<file path="src/rtl/rstseq_pkg.sv">
package rstseq_pkg;

    typedef enum logic [1:0] {
        REL_WAIT,
        REL_HOLD,
        REL_SOFT,
        REL_DONE
    } rel_state_t;

    localparam logic [31:0] RSTSEQ_DEFAULT_WORD = 32'h0000_4C21;

endpackage

</file>
<file path="src/rtl/rstseq_cfg_loader.sv">
module rstseq_cfg_loader #(
    parameter int          WORD_W       = 32,
    parameter int          BYTE_W       = 8,
    parameter int          ADDR_W       = 4,
    parameter logic [ADDR_W-1:0] CFG_ADDR = 4'h6,
    parameter logic [WORD_W-1:0] DEFAULT_WORD = 32'h0000_4C21
) (
    input  logic              clk,
    input  logic              por_n,
    input  logic              strap,
    input  logic              wr,
    input  logic [ADDR_W-1:0] addr,
    input  logic [BYTE_W-1:0] wdata,
    output logic              host_mode,
    output logic              cfg_valid,
    output logic [WORD_W-1:0] cfg_word
);

    localparam int NBYTES = WORD_W / BYTE_W;
    localparam int IDX_W  = (NBYTES > 1) ? $clog2(NBYTES) : 1;

    typedef struct packed {
        logic              sampled;
        logic              host;
        logic              valid;
        logic [IDX_W-1:0]  idx;
        logic [WORD_W-1:0] word;
    } ldr_t;

    ldr_t ldr_q, ldr_d;

    always_comb begin
        ldr_d = ldr_q;
        if (!ldr_q.sampled) begin
            ldr_d.sampled = 1'b1;
            ldr_d.host    = strap;
            if (!strap) begin
                ldr_d.valid = 1'b1;
                ldr_d.word  = DEFAULT_WORD;
            end
        end else if (ldr_q.host && !ldr_q.valid && wr && (addr == CFG_ADDR)) begin
            for (int b = 0; b < NBYTES; b++) begin
                if (ldr_q.idx == IDX_W'(NBYTES - 1 - b)) begin
                    ldr_d.word[b*BYTE_W +: BYTE_W] = wdata;
                end
            end
            if (ldr_q.idx == IDX_W'(NBYTES - 1)) begin
                ldr_d.valid = 1'b1;
                ldr_d.idx   = '0;
            end else begin
                ldr_d.idx = ldr_q.idx + 1'b1;
            end
        end
    end

    always_ff @(posedge clk or negedge por_n) begin
        if (!por_n) begin
            ldr_q <= '0;
        end else begin
            ldr_q <= ldr_d;
        end
    end

    assign host_mode = ldr_q.host;
    assign cfg_valid = ldr_q.valid;
    assign cfg_word  = ldr_q.word;

    // a completed word is frozen and stays complete
    a_r4_word_frozen: assert property (@(posedge clk) disable iff (!por_n)
        ldr_q.valid |=> (ldr_q.valid && $stable(ldr_q.word)));

    // mode captured once per power-on
    a_r2_mode_stable: assert property (@(posedge clk) disable iff (!por_n)
        ldr_q.sampled |=> (ldr_q.sampled && $stable(ldr_q.host)));

endmodule

</file>
<file path="src/rtl/rstseq_dll_model.sv">
module rstseq_dll_model #(
    parameter int DLL_DLY = 3073
) (
    input  logic clk,
    input  logic por_n,
    input  logic dll_en,
    input  logic pll_lock,
    output logic locked
);

    localparam int CNT_W = $clog2(DLL_DLY + 1);

    typedef struct packed {
        logic             seen;
        logic [CNT_W-1:0] cnt;
        logic             lock;
    } dll_t;

    dll_t dll_q, dll_d;
    logic run;

    always_comb begin
        dll_d = dll_q;
        run   = dll_q.seen || pll_lock;
        if (run) begin
            dll_d.seen = 1'b1;
            if (dll_q.cnt < CNT_W'(DLL_DLY)) begin
                dll_d.cnt = dll_q.cnt + 1'b1;
            end
        end
        dll_d.lock = dll_q.lock || (dll_en && (dll_q.cnt >= CNT_W'(DLL_DLY)));
    end

    always_ff @(posedge clk or negedge por_n) begin
        if (!por_n) begin
            dll_q <= '0;
        end else begin
            dll_q <= dll_d;
        end
    end

    assign locked = dll_en ? dll_q.lock : dll_q.seen;

    // DLL lock is sticky once reached
    a_r8_dll_sticky: assert property (@(posedge clk) disable iff (!por_n)
        dll_q.lock |=> dll_q.lock);

    // DLL never locks before the PLL has been seen
    a_r8_dll_after_pll: assert property (@(posedge clk) disable iff (!por_n)
        dll_q.lock |-> dll_q.seen);

endmodule

</file>
<file path="src/rtl/rstseq_release_timer.sv">
module rstseq_release_timer
    import rstseq_pkg::*;
#(
    parameter int HOLD_CLKS = 512,
    parameter int SOFT_CLKS = 3
) (
    input  logic clk,
    input  logic por_n,
    input  logic go,
    output logic hreset_n,
    output logic sreset_n
);

    localparam int MAXC  = (HOLD_CLKS > SOFT_CLKS) ? HOLD_CLKS : SOFT_CLKS;
    localparam int CNT_W = $clog2(MAXC + 1);

    typedef struct packed {
        rel_state_t       st;
        logic [CNT_W-1:0] cnt;
        logic             hrel;
        logic             srel;
    } rel_t;

    rel_t rel_q, rel_d;

    always_comb begin
        rel_d = rel_q;
        unique case (rel_q.st)
            REL_WAIT: begin
                if (go) begin
                    rel_d.st  = REL_HOLD;
                    rel_d.cnt = CNT_W'(1);
                end
            end
            REL_HOLD: begin
                if (rel_q.cnt == CNT_W'(HOLD_CLKS - 1)) begin
                    rel_d.hrel = 1'b1;
                    rel_d.st   = REL_SOFT;
                    rel_d.cnt  = '0;
                end else begin
                    rel_d.cnt = rel_q.cnt + 1'b1;
                end
            end
            REL_SOFT: begin
                if (rel_q.cnt == CNT_W'(SOFT_CLKS - 1)) begin
                    rel_d.srel = 1'b1;
                    rel_d.st   = REL_DONE;
                end else begin
                    rel_d.cnt = rel_q.cnt + 1'b1;
                end
            end
            default: begin
                rel_d.st = REL_DONE;
            end
        endcase
    end

    always_ff @(posedge clk or negedge por_n) begin
        if (!por_n) begin
            rel_q <= '{st: REL_WAIT, cnt: '0, hrel: 1'b0, srel: 1'b0};
        end else begin
            rel_q <= rel_d;
        end
    end

    assign hreset_n = rel_q.hrel;
    assign sreset_n = rel_q.srel;

    // hard reset never re-asserts without power-on reset
    a_r10_hard_stays: assert property (@(posedge clk) disable iff (!por_n)
        hreset_n |=> hreset_n);

    // soft reset follows hard reset after the soft delay
    a_r9_soft_delay: assert property (@(posedge clk) disable iff (!por_n)
        $rose(sreset_n) |-> ($past(hreset_n, SOFT_CLKS) && !$past(hreset_n, SOFT_CLKS + 1)));

    // soft reset never released while hard reset held
    a_r9_soft_order: assert property (@(posedge clk) disable iff (!por_n)
        !hreset_n |-> !sreset_n);

endmodule

</file>
<file path="src/rtl/reset_sequencer.sv">
module reset_sequencer #(
    parameter int                WORD_W       = 32,
    parameter int                BYTE_W       = 8,
    parameter int                ADDR_W       = 4,
    parameter logic [ADDR_W-1:0] CFG_ADDR     = 4'h6,
    parameter logic [WORD_W-1:0] DEFAULT_WORD = rstseq_pkg::RSTSEQ_DEFAULT_WORD,
    parameter int                DLL_DLY      = 3073,
    parameter int                HOLD_CLKS    = 512,
    parameter int                SOFT_CLKS    = 3
) (
    input  logic              clk,
    input  logic              por_n,
    input  logic              host_strap,
    input  logic              dll_en,
    input  logic              pll_lock,
    input  logic              cfg_wr,
    input  logic [ADDR_W-1:0] cfg_addr,
    input  logic [BYTE_W-1:0] cfg_wdata,
    output logic              hreset_n,
    output logic              sreset_n,
    output logic [WORD_W-1:0] cfg_word
);

    logic host_mode;
    logic cfg_valid;
    logic locked;
    logic go;

    rstseq_cfg_loader #(
        .WORD_W       (WORD_W),
        .BYTE_W       (BYTE_W),
        .ADDR_W       (ADDR_W),
        .CFG_ADDR     (CFG_ADDR),
        .DEFAULT_WORD (DEFAULT_WORD)
    ) u_loader (
        .clk       (clk),
        .por_n     (por_n),
        .strap     (host_strap),
        .wr        (cfg_wr),
        .addr      (cfg_addr),
        .wdata     (cfg_wdata),
        .host_mode (host_mode),
        .cfg_valid (cfg_valid),
        .cfg_word  (cfg_word)
    );

    rstseq_dll_model #(
        .DLL_DLY (DLL_DLY)
    ) u_dll (
        .clk      (clk),
        .por_n    (por_n),
        .dll_en   (dll_en),
        .pll_lock (pll_lock),
        .locked   (locked)
    );

    assign go = locked && cfg_valid;

    rstseq_release_timer #(
        .HOLD_CLKS (HOLD_CLKS),
        .SOFT_CLKS (SOFT_CLKS)
    ) u_timer (
        .clk      (clk),
        .por_n    (por_n),
        .go       (go),
        .hreset_n (hreset_n),
        .sreset_n (sreset_n)
    );

    // hard reset held while the host word is incomplete
    a_r5_hold_for_host: assert property (@(posedge clk) disable iff (!por_n)
        (host_mode && !cfg_valid) |-> !hreset_n);

    // hard reset never released before lock
    a_r5_hold_for_lock: assert property (@(posedge clk) disable iff (!por_n)
        !locked |-> !hreset_n);

endmodule

</file>
<file path="config.mk">
export PLATFORM = sky130hd
export DESIGN_NAME = reset_sequencer
export DESIGN_NICKNAME = d
export VERILOG_FILES = /design/src/rtl/rstseq_pkg.sv /design/src/rtl/rstseq_cfg_loader.sv /design/src/rtl/rstseq_dll_model.sv /design/src/rtl/rstseq_release_timer.sv /design/src/rtl/reset_sequencer.sv
export SDC_FILE = /design/constraint.sdc
export NUM_CORES = 1
export LEC_CHECK = 0
export ABC_CLOCK_PERIOD_IN_PS = 3800
export CELL_PAD_IN_SITES_DETAIL_PLACEMENT = 0
export CELL_PAD_IN_SITES_GLOBAL_PLACEMENT = 1
export CORE_MARGIN = 2
export CORE_UTILIZATION = 46
export CTS_BUF_LIST = sky130_fd_sc_hd__clkbuf_8
export DETAILED_ROUTE_END_ITERATION = 16
export PLACE_DENSITY = 0.95
export REMOVE_ABC_BUFFERS = 1
export SYNTH_ARGS = -nofsm -noshare
export SYNTH_HDL_FRONTEND = slang
export SYNTH_SLANG_ARGS = --single-unit
</file>
<file path="constraint.sdc">
create_clock -name clk -period 3.8 [get_ports clk]
set_clock_uncertainty 0.15 [all_clocks]
set_input_delay 0.95 -clock clk [delete_from_list [all_inputs] [get_ports clk]]
set_output_delay 0.95 -clock clk [all_outputs]
set_load 0.05 [all_outputs]
</file>
==> run metrics <==
drt pass-1 iters 4; H-tree Lvls 3; grt ovf 0; critical path's slowest cell nor3_1; Resize count post-CTS 0; Post-Synthesis Cells 333; via count about 2400; global-route wire length before repair between 10000 and 15000 um; die width between 80 and 90 um; Die Ht 89.1 um; clk slew on worst S/H paths 0.08 ns; vias per cell about 5.3; postcts setup bufs 0; post-layout util 54.9%; post-synthesis cell area ~3300 um^2; Tmin final around 2.6 ns; vias in the first global route 2343; remaining antenna violation count after routing 0; core area 7140 um^2; setup tns final 0 ns; Die ar. between 7000 and 8000 um^2; fraction of registers with async set/reset 100%; crit share post-route 68.9%; Layout area overhead 17.5%; main flop type after synthesis dfrtp_1; initial antenna violation count 0; Post-Route WL about 6700 um; Port-buffer cells 51; synth cell count leaders dfrtp_1 (65), o21ai_0 (39), buf_4 (32), nand3_1 (32), inv_1 (22); worst-path cell chain clkdlybuf4s50_1 -> mux2i_1 -> o22a_1 -> nor3_1 -> a22o_1; top cell type's share of synthesized area between 40% and 50%; DRC 0; Lkg Pwr about 1.7 nW; Setup violations, final 0; max-slew violation count 0; VDD IR max 202 uV; pin count of the biggest net entering global routing 43; maximum net fanout on the critical path 7; Yosys cell types between 40 and 50; sequential area share after synthesis approximately 50%; CTS Sinks 65; post-synth top area cell dfrtp_1; Post-synth EDFFs 0; flops & latches, synth 65; I/O pins 52; most common cell in the netlist dfrtp_1; gp weighted congestion ~0.82; Worst path max stage delay roughly 0.65 ns; Critical Path Source Type input port; root buf cell clkbuf_8; nets@finish 387; Least-Margin Pin Slew 0.760 ns; share of layout cells above drive strength 1 between 8 and 9%; Slew Limit Headroom around half; Critical Path AT about 2.7 ns; Iter 0 DRT Violations ~160; CP required just under 4 ns; ANT cells 0; FMAX between 300 and 400 MHz; Clock Path Buffers 2; RSZ-0062 raised after global routing false; GRT Util Overall ~17%; Yosys warnings 0; Initial Util 46.7%; HP Class register to register; number of buffers created by CTS 9; Cell Pwr Density around 410 nW/um^2; Std-Cell Rows 31; CTS Hold Bufs 0; Avg WL per Cell ~15 um; status finished clean; Max Cap Viol 0; top cells by area, synth dfrtp_1 (49%), buf_4 (7.2%), o21ai_0 (5.9%); Final Hold Viols 0; crit end category register; placed wire-length estimate between 4000 and 5000 um; Setup CP Type input port to register; worst-skew pair later-pin latency 0.33 ns; clock tree from TritonCTS yes; Post-Syn Area per Cell approximately 10 um^2
==> report_power, final <==
part | internal [mW] | switching, mW
Combinational | 0.0673 | 0.0737
Clock | 0.390 | 0.277
Sequential | 0.732 | 0.0519
==> worst paths after layout <==
kind                                   from               endpoint  slack, ns  cells past startpoint
setup reg to reg           u_timer.rel_q[3]       u_timer.rel_q[8]       1.43                      5
setup / recovery                     dll_en       u_timer.rel_q[5]       1.18                      5
hold reg to reg            u_timer.sreset_n       u_timer.sreset_n       0.32                      1
min in group asynchronous             por_n   u_loader.cfg_word[8]       0.44                      1
max in group asynchronous             por_n  u_loader.cfg_word[19]       2.13                      2
hold / removal             u_timer.sreset_n       u_timer.sreset_n       0.32                      1
==> layout make-up <==
| type | instances | area (um^2) |
|---|---|---|
| clock buffer | 10 | 138 |
| clock inverter | 6 | 90.1 |
| fill | 634 | 3220 |
| inverter | 22 | 82.6 |
| multi-input combinational | 205 | 1340 |
| sequential | 65 | 1630 |
| tap | 99 | 124 |
| timing repair buffer | 52 | 513 |
==> placed cells by master, fill, tap and decap left out, drive strengths merged, types with 5 or more instances in the layout <==
cell type and count:
nand3 32, inv 23, nand4 7, clkbuf 10
nor3 7, clkdlybuf4s50 50, nor2 12, xnor2 5
dfrtp 65, o21ai 39, xor2 5, and3 9
nand2 21, ha 14
==> metrics by stage <==
stage	hold slack, ns	setup slack [ns]	std cells	power [mW]	instance area, um^2
finish	0.320	1.18	459	1.59	3920
global route	0.347	1.11	459	1.66	3920
CTS	0.321	1.17	459	1.61	3920
detailed placement	0.302	0.840	443	0.937	3690
global placement	0.300	0.888	443	0.929	3690
floorplan	0.286	1.60	292	0.872	3050
==> logic make-up (layout without fill, tap and decap cells) <==
kind of cell / Yosys count / count (layout) / synth area share [%]
simple gates: 108 / 108 / 17.9
mux: 5 / 5 / 1.58
compound gates: 67 / 67 / 12.8
fa+ha+maj: 14 / 14 / 5.26
buf+inv: 63 / 90 / 10.9
flops: 65 / 65 / 48.8
xor+xnor: 10 / 10 / 2.63
other cells: 1 / 1 / 0.113
==> routing by layer <==
metal / vias up / global-route usage [%] / part of all wire [%]
li1: 1187 / - / -
met1: 1172 / 22.3 / 47
met2: 85 / 29.0 / 47
met3: 2 / 4.62 / 5.4
met4: 0 / 5.70 / 0.64
met5: - / 0 / 0
==> flip-flops by register name, summed over array words and instances (netlist names) <==
register	cells
u_loader.cfg_word	32
u_dll.dll_q	14
u_timer.rel_q	12
u_loader.ldr_q	3
u_loader.cfg_valid	1
u_loader.host_mode	1
u_timer.hreset_n	1
u_timer.sreset_n	1
==> critical path: cells and delay by family <==
kind,cells,cell delay (ns)
simple gates,1,0.65
compound gates,2,0.50
mux,1,0.12
buf+inv,1,0.50
(Power assumes the default switching activity.)
